$ cat src/rtl/nco_pkg.sv
package nco_pkg;
  typedef struct packed {
    logic sleep;
    logic rst;
    logic clr;
  } nco_ctl_t;

  typedef enum logic [1:0] {
    CTL_LOAD    = 2'd0,
    CTL_ENABLE  = 2'd1,
    CTL_DISABLE = 2'd2,
    CTL_RELEASE = 2'd3
  } ctl_op_e;

  localparam nco_ctl_t CTL_POWERUP = '{sleep: 1'b1, rst: 1'b1, clr: 1'b1};
endpackage

$ cat src/rtl/nco_ctl.sv
module nco_ctl
  import nco_pkg::*;
(
  input  logic       clk_i,
  input  logic       rst_ni,
  input  logic       we_i,
  input  logic [1:0] op_i,
  input  logic [2:0] bits_i,
  output nco_ctl_t   ctl_o
);
  nco_ctl_t ctl_q;

  always_ff @(posedge clk_i or negedge rst_ni) begin
    if (!rst_ni) begin
      ctl_q <= CTL_POWERUP;
    end else if (we_i) begin
      unique case (ctl_op_e'(op_i))
        CTL_LOAD:    ctl_q <= nco_ctl_t'(bits_i);
        CTL_ENABLE:  ctl_q <= '0;
        CTL_DISABLE: ctl_q.rst <= 1'b1;
        CTL_RELEASE: ctl_q.rst <= 1'b0;
        default:     ctl_q <= ctl_q;
      endcase
    end
  end

  assign ctl_o = ctl_q;

  p_enable_clears_r6: assert property (@(posedge clk_i) disable iff (!rst_ni)
    (we_i && op_i == CTL_ENABLE) |=> (ctl_o == '0));

  p_disable_reset_only_r7: assert property (@(posedge clk_i) disable iff (!rst_ni)
    (we_i && op_i == CTL_DISABLE) |=> (ctl_o.rst && $stable(ctl_o.sleep) && $stable(ctl_o.clr)));

  p_release_reset_only_r7: assert property (@(posedge clk_i) disable iff (!rst_ni)
    (we_i && op_i == CTL_RELEASE) |=> (!ctl_o.rst && $stable(ctl_o.sleep) && $stable(ctl_o.clr)));
endmodule

$ cat src/rtl/nco_sel_sync.sv
module nco_sel_sync #(
  parameter int W = 2
) (
  input  logic         clk_i,
  input  logic         rst_ni,
  input  logic [W-1:0] sel_i,
  input  logic         sync_i,
  input  logic         clear_i,
  output logic [W-1:0] sel_o
);
  localparam int STAGES = 2;

  logic [STAGES-1:0][W-1:0] stg_q;

  always_ff @(posedge clk_i or negedge rst_ni) begin
    if (!rst_ni) begin
      stg_q <= '0;
    end else if (clear_i) begin
      stg_q <= '0;
    end else begin
      stg_q[0] <= sel_i;
      for (int i = 1; i < STAGES; i++) stg_q[i] <= stg_q[i-1];
    end
  end

  always_comb begin
    if (clear_i)     sel_o = '0;
    else if (sync_i) sel_o = stg_q[STAGES-1];
    else             sel_o = sel_i;
  end

  // cycles since reset, saturating, guards $past depth
  logic [1:0] age_q;
  always_ff @(posedge clk_i or negedge rst_ni) begin
    if (!rst_ni)            age_q <= '0;
    else if (age_q != 2'd3) age_q <= age_q + 2'd1;
  end

  p_sync_latency_r11: assert property (@(posedge clk_i) disable iff (!rst_ni)
    (age_q >= 2'd2 && sync_i && !clear_i && !$past(clear_i) && !$past(clear_i, 2))
      |-> (sel_o == $past(sel_i, 2)));

  p_flush_after_clear_r10: assert property (@(posedge clk_i) disable iff (!rst_ni)
    (age_q >= 2'd1 && $past(clear_i) && !clear_i && sync_i) |-> (sel_o == '0));
endmodule

$ cat src/rtl/nco_accum.sv
module nco_accum #(
  parameter int ACC_W = 32,
  parameter int PH_W  = 12
) (
  input  logic             clk_i,
  input  logic             rst_ni,
  input  logic [ACC_W-1:0] ftw_i,
  input  logic [PH_W-1:0]  poff_i,
  input  logic             sleep_i,
  input  logic             hold_rst_i,
  output logic [PH_W-1:0]  phase_o,
  output logic             valid_o
);
  logic [ACC_W-1:0] acc_q;
  logic [PH_W-1:0]  phase_q;
  logic             valid_q;

  always_ff @(posedge clk_i or negedge rst_ni) begin
    if (!rst_ni) begin
      acc_q <= '0;
    end else if (hold_rst_i) begin
      acc_q <= '0;
    end else if (!sleep_i) begin
      acc_q <= acc_q + ftw_i;
    end
  end

  always_ff @(posedge clk_i or negedge rst_ni) begin
    if (!rst_ni) begin
      phase_q <= '0;
      valid_q <= 1'b0;
    end else begin
      phase_q <= acc_q[ACC_W-1 -: PH_W] + poff_i;
      valid_q <= !sleep_i && !hold_rst_i;
    end
  end

  assign phase_o = phase_q;
  assign valid_o = valid_q;

  p_reset_hold_r8: assert property (@(posedge clk_i) disable iff (!rst_ni)
    hold_rst_i |=> (acc_q == '0 && !valid_o));

  p_sleep_freeze_r9: assert property (@(posedge clk_i) disable iff (!rst_ni)
    (sleep_i && !hold_rst_i) |=> $stable(acc_q));

  p_sleep_invalid_r9: assert property (@(posedge clk_i) disable iff (!rst_ni)
    sleep_i |=> !valid_o);
endmodule

$ cat src/rtl/nco_core.sv
module nco_core
  import nco_pkg::*;
#(
  parameter int ACC_W   = 32,
  parameter int PH_W    = 12,
  parameter int N_FREQ  = 2,
  parameter int N_PHASE = 4,
  localparam int FSEL_W = $clog2(N_FREQ),
  localparam int PSEL_W = $clog2(N_PHASE)
) (
  input  logic                      clk_i,
  input  logic                      rst_ni,
  input  logic [N_FREQ*ACC_W-1:0]   freq_words_i,
  input  logic [N_PHASE*PH_W-1:0]   phase_offs_i,
  input  logic [FSEL_W-1:0]         freq_sel_i,
  input  logic [PSEL_W-1:0]         phase_sel_i,
  input  logic                      sync_i,
  input  logic                      ctl_we_i,
  input  logic [1:0]                ctl_op_i,
  input  logic [2:0]                ctl_bits_i,
  output logic [PH_W-1:0]           phase_o,
  output logic                      valid_o
);
  nco_ctl_t          ctl;
  logic [FSEL_W-1:0] fsel_eff;
  logic [PSEL_W-1:0] psel_eff;
  logic [ACC_W-1:0]  ftw;
  logic [PH_W-1:0]   poff;

  nco_ctl i_ctl (
    .clk_i  (clk_i),
    .rst_ni (rst_ni),
    .we_i   (ctl_we_i),
    .op_i   (ctl_op_i),
    .bits_i (ctl_bits_i),
    .ctl_o  (ctl)
  );

  nco_sel_sync #(.W(FSEL_W)) i_fsel_sync (
    .clk_i   (clk_i),
    .rst_ni  (rst_ni),
    .sel_i   (freq_sel_i),
    .sync_i  (sync_i),
    .clear_i (ctl.clr),
    .sel_o   (fsel_eff)
  );

  nco_sel_sync #(.W(PSEL_W)) i_psel_sync (
    .clk_i   (clk_i),
    .rst_ni  (rst_ni),
    .sel_i   (phase_sel_i),
    .sync_i  (sync_i),
    .clear_i (ctl.clr),
    .sel_o   (psel_eff)
  );

  assign ftw  = freq_words_i[fsel_eff*ACC_W +: ACC_W];
  assign poff = phase_offs_i[psel_eff*PH_W +: PH_W];

  nco_accum #(.ACC_W(ACC_W), .PH_W(PH_W)) i_accum (
    .clk_i      (clk_i),
    .rst_ni     (rst_ni),
    .ftw_i      (ftw),
    .poff_i     (poff),
    .sleep_i    (ctl.sleep),
    .hold_rst_i (ctl.rst),
    .phase_o    (phase_o),
    .valid_o    (valid_o)
  );
endmodule

$ cat config.mk
export PLATFORM = sky130hd
export DESIGN_NAME = nco_core
export DESIGN_NICKNAME = d
export VERILOG_FILES = /design/src/rtl/nco_pkg.sv /design/src/rtl/nco_ctl.sv /design/src/rtl/nco_sel_sync.sv /design/src/rtl/nco_accum.sv /design/src/rtl/nco_core.sv
export SDC_FILE = /design/constraint.sdc
export NUM_CORES = 1
export LEC_CHECK = 0
export BUFFER_PORTS_ARGS = -buffer_cell sky130_fd_sc_hd__clkbuf_2
export CAP_MARGIN = 15
export CORE_UTILIZATION = 41
export DETAILED_ROUTE_END_ITERATION = 8
export GPL_TIMING_DRIVEN = 1
export PLACE_DENSITY_LB_ADDON = 0.05
export SLEW_MARGIN = 5
export SYNTH_ARGS = -nofsm -noshare
export SYNTH_HDL_FRONTEND = slang
export SYNTH_SLANG_ARGS = --single-unit
$ cat constraint.sdc
create_clock -name clk_i -period 5.23 [get_ports clk_i]
set_input_delay 0.2615 -clock clk_i [delete_from_list [all_inputs] [get_ports clk_i]]
set_output_delay 0.2615 -clock clk_i [all_outputs]
set_load 0.03 [all_outputs]
### Yosys cells after proc, flatten, opt, wreduce, memory -nomap -nowiden

Index checks and enable logic that the tools add are counted.

| storage, ports and cells | value |
|---|---|
| register bits | 54 |
| bits in latches | 0 |
| memory bits (writable) | 0 |
| memory bits (read-only) | 0 |
| input bits | 124 |
| output and inout bits | 13 |
| word-level logic and storage cells | 37 |
| memories kept | 0 |

| operators by class | value |
|---|---|
| $add $sub $neg | 2 |
| $mul | 1 |
| div/mod/pow operators | 0 |
| $lt $le $gt $ge | 0 |
| equal/unequal tests | 4 |
| shift operators | 2 |
| muxes and demuxes | 11 |
| bitwise gates (word level) | 0 |
| reductions and logical operators | 7 |

Operators by type and width:

| operator | number |
|---|---|
| 32-bit 2-to-1 mux | 2 |
| 64-bit by 7-bit indexed part select with 32-bit output | 1 |
| 48-bit by 7-bit indexed part select with 12-bit output | 1 |
| 32-bit adder | 1 |
| 12-bit adder | 1 |
| 2-bit 2-to-1 mux | 3 |
| 2-bit == test, second input constant | 2 |
| 2-bit by 2-bit multiplier with 4-bit output, second input constant | 1 |
| 4-bit 2-to-1 mux | 1 |
| 1-bit one-hot mux with 2 select lines | 2 |
| 1-bit one-hot mux with 3 select lines | 1 |
| 2-bit by 1-bit == test with 1-bit output, second input constant | 1 |
| 1-bit logical NOT | 2 |
| 2-bit logical NOT | 1 |
| 1-bit 2-to-1 mux | 2 |
| 2-bit inequality test, second input constant | 1 |
| 2-bit AND reduction | 1 |
| 2-bit nonzero test | 1 |
| 2-bit OR reduction | 1 |
| 1-bit logical AND | 1 |

### Logic depth before layout (Yosys ltp)

Gate-level depths: netlist of run 1.

| depth | value |
|---|---|
| depth after elaboration | 6 |
| mapped depth | 14 |
| gate-level depth less buffers | 13 |

### Cells and area by module

From an unflattened synthesis of run 1, not the netlist that was laid out.

| unflattened totals | value |
|---|---|
| cells, all modules | 475 |
| area total of the unflattened synthesis | 4647.0 um^2 |

By module, submodules not included:

| module | times used | cells each | area each (um^2) | sequential area each (um^2) |
|---|---|---|---|---|
| nco_accum | 1 | 395 | 3580.9 | 1126.1 |
| nco_core | 1 | 50 | 674.4 | 0.0 |
| nco_ctl | 1 | 12 | 157.7 | 78.8 |
| nco_sel_sync (i_psel_sync) | 1 | 12 | 152.6 | 100.1 |
| nco_sel_sync (i_fsel_sync) | 1 | 6 | 81.3 | 50.0 |

### Least setup slack after synthesis of run 1

OpenSTA, ideal clock, no wires.

| timing | value |
|---|---|
| path kind | reg2reg |
| start point | register i_ctl.ctl_q (netlist bit i_ctl.ctl_o[0]) |
| end point | register i_accum.acc_q[28] |
| setup time | 0.069 ns |
| data arrival time | 3.881 ns |
| data required time | 5.161 ns |
| setup slack | 1.280 ns |
| stages on the path, launching flop included | 15 |
| path buffers | 2 |
| clock period less this slack | 3.950 ns |
| cell sequence | dfstp_2 clkbuf_1 nor2_1 clkbuf_1 mux2_2 ha_1 fa_1 nand3_1 a21oi_2 o211a_1 o41a_1 a21o_1 and3_4 or4_1 nand3_1 |

| between the ends | value |
|---|---|
| longest elaborated chain between the ends | 5 |

RTL lines:

| item | RTL line | RTL |
|---|---|---|
| start, declared | nco_ctl.sv:11 | `nco_ctl_t ctl_q;` |
| start signal, assigned | nco_ctl.sv:18 | `CTL_LOAD: ctl_q <= nco_ctl_t'(bits_i);` |
| start signal, assigned | nco_ctl.sv:22 | `default: ctl_q <= ctl_q;` |
| 1-bit 2-to-1 mux | nco_sel_sync.sv:27 | `if (clear_i) sel_o = '0;` |
| 64-bit by 7-bit indexed part select with 32-bit output | nco_core.sv:57 | `assign ftw = freq_words_i[fsel_eff*ACC_W +: ACC_W];` |
| 32-bit adder | nco_accum.sv:24 | `acc_q <= acc_q + ftw_i;` |
| 32-bit 2-to-1 mux | nco_accum.sv:23 | `end else if (!sleep_i) begin` |
| 32-bit 2-to-1 mux | nco_accum.sv:21 | `end else if (hold_rst_i) begin` |
| end signal, assigned | nco_accum.sv:24 |  |
| end, declared | nco_accum.sv:14 | `logic [ACC_W-1:0] acc_q;` |

Every way passes these cells. The select of a mux whose other input is x is not followed.
A chain may end at the register's enable or synchronous reset.

### Worst setup path after layout of run 1

| timing | value |
|---|---|
| start point | register i_ctl.ctl_q (netlist bit i_ctl.ctl_o[0]) |
| end point | register i_accum.acc_q[30] |

Same word-level chain as after synthesis.

==> out/metrics.csv, run 1 <==
metric,value,unit
use_met3,2.61,%
ios,137,
final-seq-area,1360,µm²
synth_nets,678,
synth_compound_area_share,18.4,%
critical_path_class,flop to flop,
cts_buffers,5,
power.density,504,nW/µm²
synth-edff-count,0,
cts_setup_buffers,0,
areaGrowthSynthToFinish,21.1,%
cts_tree,built,
yosys_register_bits,54,
top_usage_layer,met2,
start_util,42.8,%
track_usage,20.2,%
synth_warnings,0,
rsz0062_at_grt,false,
vias,4206,
placementRows,38,
die_x,110,µm
grt_pass1_wl,19.1,mm
grtUsageMet1,26.4,%
antenna_found_initial,0,
cts_resized,0,
multiInputGateArea,3270,µm²
worstPathCellList,nor2_4 > buf_4 > mux2_2 > ha_1 > a21oi_1 > or4b_1 > o21ai_0 > o22ai_1 > a21oi_1 > o41ai_1 > nor4b_1 > a221o_1,
finClkSkew,0.00670,ns
synthAdderAreaFrac,13.8,%
grt_pass1_vias,4169,
cp_slowest_stage_delay,0.46,ns
cp_max_fo,17,
end_kind,flop,
antenna_cells,0,
fin_hold_ws,0.0965,ns
final_common_cell,clkbuf_2,
synthMuxAreaShare,15.8,%
final_cell_mix,"136 x clkbuf_2, 51 x dfrtp_1, 50 x nor2_1",
hold_buffers,0,
drive_gt1_share,32.6,%
synth_ff_type,dfrtp_1,
finalCritPeriodShare,75.5,%
yosysUniqueCellTypes,61,
wl,11.5,mm
fin_nets,805,
final_core_util,51.9,%
root_buffer,clkbuf_16,
drt_pass1_iterations,4,
post_drt_wl_per_cell,14.9,µm
core_area,11100,µm²
numClockSinks,54,
routabilityCongestion,0.850,
syn_area_per_cell,9.43,µm²
port_buffers,136,
critPathBufInv,1,
synth_top_family_by_area,compound AO/OA/AOI/OAI gates,
remaining_drc_errors,0,
min_period,3.95,ns
dp.final_hpwl,8.99,mm
die-area,12000,µm²
drt_iter0_markers,163,
h-tree-depth,2,
hold_viol,0,
p_total,0.00289,W
slowest_stage,or4b_1,
fmax,253,MHz
cts_buffer_depth,2,
crit_family,compound AO/OA/AOI/OAI gates,
gr-usage-met2,34.6,%
slew_headroom,39.7,%
seq_area_frac_synth,28.6,%
tns,0,ns
worstPathRequired,5.47,ns
grt_max_degree,55,
setup_viol,0,
cp-start-kind,flop,
viasPerCell,5.46,
status,completed,
syn_area,4740,µm²
yosys.area_share.simple,14.9,%
clk_latency,0.30,ns
crit_top_cell,a21oi_1,
overflow,0,
worst_pin_slew,0.905,ns
arrival,4.18,ns
drv_slew,0,
p_leak,2.77,nW
path_clk_slew,0.07,ns
peakVddDrop,0.000239,V
ant_nets,0,
synth-xor-area-share,5.91,%
hp-class,input pin to async pin,
synthArstFlopShare,100,%
dieHeight,110,µm
fillers,1034,
synthCells,503,
maxCapViolCount,0,
==> cells in the mapped netlist, drive strengths merged (3+ instances only) <==
| cell | count | share of area (%) |
|---|---|---|
| a21o | 12 | 1.9 |
| a21oi | 49 | 5.3 |
| a221o | 4 | 0.84 |
| a22o | 5 | 0.92 |
| a31oi | 3 | 0.71 |
| and3 | 4 | 0.63 |
| buf | 6 | 0.50 |
| clkbuf | 17 | 1.3 |
| dfrtp | 51 | 27 |
| dfstp | 3 | 1.7 |
| ha | 49 | 13 |
| inv | 10 | 0.79 |
| mux2 | 32 | 7.6 |
| mux2i | 12 | 2.5 |
| mux4 | 12 | 5.7 |
| nand2 | 32 | 2.5 |
| nand2b | 3 | 0.40 |
| nand3 | 9 | 0.95 |
| nand4 | 4 | 0.53 |
| nor2 | 51 | 4.0 |
| nor2b | 10 | 1.3 |
| nor3 | 13 | 1.4 |
| nor4 | 3 | 0.40 |
| nor4b | 4 | 0.74 |
| o211ai | 6 | 0.95 |
| o21ai | 27 | 2.9 |
| o21bai | 6 | 0.95 |
| or3 | 4 | 0.53 |
| xnor2 | 21 | 3.9 |
| xor2 | 11 | 2.0 |
==> cell type report <==
cell class / count / share of cell area [%]
Multi-Input combinational cell: 416 / 56.9
Clock inverter: 1 / 0.523
Clock buffer: 7 / 2.48
Timing Repair Buffer: 143 / 12.8
Inverter: 10 / 0.653
Tap cell: 140 / 3.05
Sequential cell: 54 / 23.6
==> per-stage QoR <==
stage	setup slack, ns	instance area, µm²	instances
3_3_place_gp	1.27	5560	762
2_1_floorplan	1.28	4740	503
6_report	1.28	5740	771
3_5_place_dp	1.17	5560	762
5_1_grt	0.854	5740	771
4_1_cts	1.27	5740	770
==> final timing paths <==
path,startpoint,end,slack [ns],cells after the start
worst max-delay path,i_ctl.ctl_o[0],i_accum.acc_q[30],1.28,12
worst min-delay path,rst_ni,i_accum.acc_q[17],0.1,2
worst max register to register,i_ctl.ctl_o[0],i_accum.acc_q[30],1.28,12
worst min register to register,i_psel_sync.stg_q[1],i_psel_sync.stg_q[3],0.47,1
max in group asynchronous,rst_ni,i_accum.acc_q[30],4.63,2
min in group clk_i,ctl_bits_i[0],i_ctl.ctl_o[0],0.19,3
==> routing by layer <==
metal	share of wire, %	up-vias	wire length, µm
li1	-	2114	-
met1	46	1946	5330
met2	48	122	5520
met3	4.1	24	477
met4	1.7	0	193
met5	0	-	0
==> state kept, by name, indices dropped and copies added (netlist names) <==
register	flops
i_accum.acc_q	32
i_psel_sync.stg_q	4
i_fsel_sync.stg_q	2
i_accum.phase_o	12
i_ctl.ctl_o	3
i_accum.valid_o	1
==> cell families after synthesis <==
family	after synthesis
muxes	56
buffers and inverters	33
adders and majority gates	51
and+or+nand+nor	146
DFF	54
xor gates and xnor gates	32
AOI/OAI and AO/OA	131
==> report_power, final <==
group	switching, W	internal (W)
registers	0.000124	0.000587
logic	0.000994	0.000787
clock network	0.000161	0.000240
total	0.00128	0.00161
Note: power is estimated with default switching activity, not from simulation.
==> run 2, diff against run 1 <==
- clock period: 5.23 -> 3.2 ns (I/O delays scaled with it)
==> out/metrics.csv, run 2 (synthesis gave the netlist of run 1 again) <==
metric,value,unit,change
peakVddDrop,0.000377,V,+57%
critical_path_class,flop to flop,,
fin_nets,882,,+9.6%
ios,137,,unchanged
finClkSkew,0.00622,ns,-0.000486 ns
p_leak,3.21,nW,+16%
cts_tree,built,,
drt_pass1_iterations,4,,unchanged
violations,setup timing,,
timing.rr.end,i_accum.acc_q[28],,
reg2reg_depth,14,,+2
h-tree-depth,2,,unchanged
p_switching,0.00240,W,+88%
layout_setup_ws,-0.202,ns,-1.48 ns
remaining_drc_errors,0,,unchanged
power_frac_seq,20.9,%,-3.7 points
final_common_cell,clkbuf_2,,
maxCapViolCount,0,,unchanged
end_kind,flop,,
min_period,3.40,ns,-0.546 ns
drive_gt1_share,45.8,%,+13 points
cts_buffers,5,,unchanged
final_cell_mix,"136 x clkbuf_2, 78 x buf_4, 51 x dfrtp_1",,
cts_buffer_depth,2,,unchanged
areaGrowthSynthToFinish,40.7,%,
hold_end,i_ctl.ctl_o[2],,
antenna_cells,0,,unchanged
antenna_found_initial,0,,unchanged
fin_cells,848,,+10%
switching_share,41.9,%,-2.3 points
r2r_slack,-0.20,ns,-1.48 ns
ant_nets,0,,unchanged
arrival,3.65,ns,-0.53 ns
die-area,12000,µm²,unchanged
overflow,0,,unchanged
min_path_cells,3,,
die_x,110,µm,unchanged
fin_hold_ws,0.0849,ns,-0.0116 ns
hold_viol,0,,unchanged
rr_startpoint,i_fsel_sync.stg_q[1],,
p_int,0.00333,W,+110%
setup_viol,18,,+18
p_comb_share,66.1,%,+4.5 points
slew_headroom,34.5,%,-5.2 points
path_clk_slew,0.08,ns,about the same
clk_latency,0.30,ns,about the same
grt_pass1_vias,4569,,+9.6%
root_buffer,clkbuf_16,,
dp_cells,828,,+8.7%
port_buffers,136,,unchanged
grt_max_degree,48,,-13%
wl,12.9,mm,+12%
worst_pin_slew,0.983,ns,+0.0777 ns
power_frac_clock,13.0,%,-0.9 points
track_usage,22.4,%,+2.2 points
final_core_util,60.3,%,+8.4 points
placementRows,38,,unchanged
finalCritPeriodShare,106,%,+31 points
status,"finished, violations left",,
hold_start,ctl_bits_i[2],,
cp_max_fo,19,,+2
fmax,294,MHz,+16%
drv_slew,0,,unchanged
dp.final_hpwl,9.95,mm,+11%
core_area,11100,µm²,unchanged
largest_reg_flops,32,,unchanged
grt_pass1_wl,20.9,mm,+9.9%
dieHeight,110,µm,unchanged
cp-start-kind,flop,,
vias,4519,,+7.4%
rsz0062_at_grt,true,,
power.density,859,nW/µm²,+70%
routabilityCongestion,0.855,,+0.56%
viasPerCell,5.33,,-2.3%
drt_iter0_markers,162,,-0.61%
regMostFlops,i_accum.acc_q,,
start_util,42.8,%,unchanged
hp-class,input pin to flop,,
numClockSinks,54,,unchanged
post_drt_wl_per_cell,15.2,µm,+1.5%
worstPathRequired,3.44,ns,-2.03 ns
-- run 2: changes by cell type in the layout (fill, tap and decap cells not counted), moves of 3 or more --
| cell | previous run | this run |
|---|---|---|
| a21oi_2 | 2 | 11 |
| o21ai_0 | 26 | 17 |
| ha_1 | 49 | 39 |
| mux2_4 | 0 | 3 |
| o21ai_1 | 0 | 5 |
| xnor2_1 | 21 | 18 |
| o21ai_2 | 1 | 4 |
| a21oi_1 | 47 | 38 |
| mux2_2 | 32 | 29 |
| xnor2_2 | 0 | 3 |
| buf_4 | 7 | 78 |
| ha_4 | 0 | 9 |
| buf_6 | 0 | 4 |
-- run 2: routing by layer --
layer | global-route usage, % | routed length (µm)
met4 | 5.81 | 130
met1 | 28.6 | 5810
met2 | 39.7 | 6400
met3 | 3.02 | 510
met5 | 0 | 0
-- run 2: worst max-delay path by stage --
stage / startpoint / endpoint / slack (ns) / cells after the start
after CTS: i_fsel_sync.stg_q[1] / i_accum.acc_q[30] / -0.18 / 13
after floorplan: i_ctl.ctl_o[0] / i_accum.acc_q[28] / -0.15 / 14
after global placement: i_fsel_sync.stg_q[1] / i_accum.acc_q[14] / -0.18 / 16
after detailed placement: i_fsel_sync.stg_q[1] / i_accum.acc_q[16] / -0.25 / 16
final: i_fsel_sync.stg_q[1] / i_accum.acc_q[28] / -0.20 / 14
after global routing: i_fsel_sync.stg_q[1] / i_accum.acc_q[30] / -0.40 / 15
-- run 2: worst max-delay path, cell delays in order, from the launching register on --
cell and delay, ns:
dfrtp_1 0.38, mux2i_2 0.22, nor2_4 0.07, buf_12 0.16, mux2_4 0.32, ha_4 0.17
fa_2 0.36, nand3_2 0.08, a21oi_2 0.06, o211a_1 0.24, o41a_1 0.38, a21o_1 0.23
and3_4 0.17, or4_1 0.40, nand3_1 0.09
-- run 2: per-stage QoR --
step / area [µm²] / setup WS (ns) / TNS, ns / total power [W]
final: 6680 / -0.202 / -1.66 / 0.00573
after global routing: 6680 / -0.404 / -4.52 / 0.00622
after detailed placement: 6100 / -0.251 / -2.68 / 0.00458
after CTS: 6480 / -0.185 / -0.830 / 0.00552
after floorplan: 4810 / -0.148 / -0.414 / 0.00345
after global placement: 6100 / -0.181 / -1.78 / 0.00453
-- run 2: area by class of cell --
| class | count | area (µm²) |
|---|---|---|
| well taps | 140 | 175 |
| repair buffers | 220 | 1340 |
| clock buffers | 6 | 139 |
| flip-flops and latches | 54 | 1360 |
| clock inverters | 2 | 60.1 |
| multi-input cells | 416 | 3570 |
| fillers | 975 | 4400 |
| inverters | 10 | 37.5 |
-- run 2: power by group through the flow --
stage	clock network, W	logic [W]	registers, W
final	0.000746	0.00379	0.00120
after floorplan	0	0.00219	0.00127
after detailed placement	0	0.00339	0.00119
after global placement	0	0.00334	0.00119
after CTS	0.000760	0.00357	0.00120
after global routing	0.000776	0.00421	0.00124
-- run 2: repair_timing --
item / CTS / global route
hold endpoints to repair: 19 / 0
buffers inserted: 3 / 12
pin swaps: 6 / 18
endpoints found under the setup margin: 20 / 23
gates resized for setup: 25 / 34
hold buffers: 1 / 0
==> run 3, diff against run 2 <==
- REMOVE_ABC_BUFFERS: not set -> 1
==> out/metrics.csv, run 3 (synthesis gave the netlist of run 1 again) <==
metric,value,unit,change
grt_pass1_wl,20.8,mm,-0.69%
h-tree-depth,2,,unchanged
dp_cells,826,,-0.24%
finalCritPeriodShare,105,%,-1.5 points
routabilityCongestion,0.857,,+0.22%
cts_tree,built,,
post_drt_wl_per_cell,15.1,µm,-0.68%
final_cell_mix,"136 x clkbuf_2, 72 x buf_4, 51 x dfrtp_1",,
fillers,970,,-0.51%
violations,setup timing,,
largest_reg_flops,32,,unchanged
rsz0062_at_grt,true,,
final_common_cell,clkbuf_2,,
dieHeight,110,µm,unchanged
status,"finished, violations left",,
drv_slew,0,,unchanged
cts_buffers,5,,unchanged
areaGrowthSynthToFinish,42.0,%,
regMostFlops,i_accum.acc_q,,
drt_pass1_iterations,4,,unchanged
finClkSkew,0.0118,ns,+0.00560 ns
slew_headroom,34.6,%,+0.15 points
worstPathRequired,3.39,ns,-0.05 ns
end_kind,flop,,
clk_latency,0.31,ns,about the same
hp-class,input pin to flop,,
antenna_found_initial,0,,unchanged
setup_viol,12,,-6
power.density,843,nW/µm²,-1.9%
critical_path_class,flop to flop,,
die_x,110,µm,unchanged
fin_nets,881,,-0.11%
start_util,42.8,%,unchanged
worst_pin_slew,0.981,ns,-0.00227 ns
hold_viol,0,,unchanged
min_period,3.35,ns,-0.0492 ns
dp.final_hpwl,9.65,mm,-3.0%
remaining_drc_errors,0,,unchanged
ant_nets,0,,unchanged
numClockSinks,54,,unchanged
fmax,298,MHz,+1.5%
drive_gt1_share,46.3,%,+0.49 points
fin_cells,847,,-0.12%
min_path_cells,3,,unchanged
core_area,11100,µm²,unchanged
grt_max_degree,48,,unchanged
root_buffer,clkbuf_16,,
worstPathCellList,mux2i_2 > nor2_4 > buf_12 > buf_8 > mux2_4 > ha_4 > o211ai_1 > o211ai_1 > a41o_1 > a2111oi_4 > or4_4 > a21oi_4 > mux2i_1 > nand2_1,,
fin_hold_ws,0.0769,ns,-0.00797 ns
layout_setup_ws,-0.153,ns,+0.0492 ns
ios,137,,unchanged
antenna_cells,0,,unchanged
reg2reg_depth,14,,unchanged
track_usage,22.3,%,-0.15 points
critPathBufInv,2,,+1
placementRows,38,,unchanged
drt_iter0_markers,179,,+10%
crit_family,compound AO/OA/AOI/OAI gates,,
grt_pass1_vias,4497,,-1.6%
vias,4508,,-0.24%
die-area,12000,µm²,unchanged
slowest_stage,or4_4,,
arrival,3.55,ns,-0.10 ns
overflow,0,,unchanged
cts_buffer_depth,2,,unchanged
p_leak,3.24,nW,+1.0%
crit_top_cell,o211ai_1,,
cp_max_fo,6,,-13
cp-start-kind,flop,,
cp_slowest_stage_delay,0.52,ns,+0.12 ns
maxCapViolCount,0,,unchanged
port_buffers,136,,unchanged
cp.depth,14,,unchanged
viasPerCell,5.32,,-0.13%
peakVddDrop,0.000499,V,+33%
wl,12.8,mm,-0.79%
path_clk_slew,0.07,ns,about the same
==> run 3: metal layers <==
metal | vias up | wire, µm | global-route usage, %
met5 | - | 0 | 0
met4 | 0 | 201 | 7.24
met3 | 14 | 401 | 2.79
met2 | 92 | 6340 | 39.3
met1 | 2138 | 5820 | 28.1
li1 | 2264 | - | -
==> run 3: worst reg2reg max path, delay by kind of cell, from the launching register on <==
kind / cells / cell delay (ns)
fa+ha+maj: 1 / 0.29
simple gates: 3 / 0.67
compound gates: 5 / 0.90
flops: 1 / 0.37
buf+inv: 2 / 0.27
mux: 3 / 0.76
==> run 3: final cells by class <==
| cell class | count | area [µm²] | area share, % |
|---|---|---|---|
| repair buffers | 219 | 1360 | 20.1 |
| flip-flops and latches | 54 | 1360 | 20.1 |
| multi-input cells | 416 | 3650 | 54.2 |
| inverters | 10 | 37.5 | 0.557 |
| clock buffers | 7 | 133 | 1.97 |
| clock inverters | 1 | 30.0 | 0.446 |
| well taps | 140 | 175 | 2.60 |
==> run 3: timing repair <==
item                                   in CTS  in global routing
endpoints found under the hold margin      21                  0
hold buffers                                1                  0
resized for setup                          53                 34
setup buffers                               9                  6
pin swaps                                  33                 25
setup endpoints to repair                  22                 23
==> run 3: final timing paths <==
kind	startpoint	endpoint	slack [ns]
min in group asynchronous	rst_ni	i_accum.acc_q[5]	0.43
worst min register to register	i_psel_sync.stg_q[1]	i_psel_sync.stg_q[3]	0.47
worst min-delay path	ctl_bits_i[0]	i_ctl.ctl_o[0]	0.08
worst max-delay path	i_fsel_sync.stg_q[1]	i_accum.acc_q[29]	-0.15
worst max register to register	i_fsel_sync.stg_q[1]	i_accum.acc_q[29]	-0.15
max in group asynchronous	rst_ni	i_ctl.ctl_o[0]	1.83
==> run 3: per-stage QoR <==
stage / setup slack, ns / instance area, µm² / power, W / setup TNS (ns) / utilization, %
4_1_cts: -0.217 / 6550 / 0.00551 / -1.89 / 59.1
2_1_floorplan: -1.44 / 4660 / 0.00341 / -26.06 / -
5_1_grt: -0.290 / 6740 / 0.00617 / -3.13 / 60.8
6_report: -0.153 / 6740 / 0.00568 / -0.764 / 60.8
3_3_place_gp: -0.271 / 6040 / 0.00447 / -3.03 / 54.6
3_5_place_dp: -0.310 / 6040 / 0.00453 / -3.84 / 54.6
==> run 3: power by group <==
part           switching, W  internal (W)
clock              0.000270      0.000371
combinational       0.00193       0.00191
sequential         0.000234      0.000960
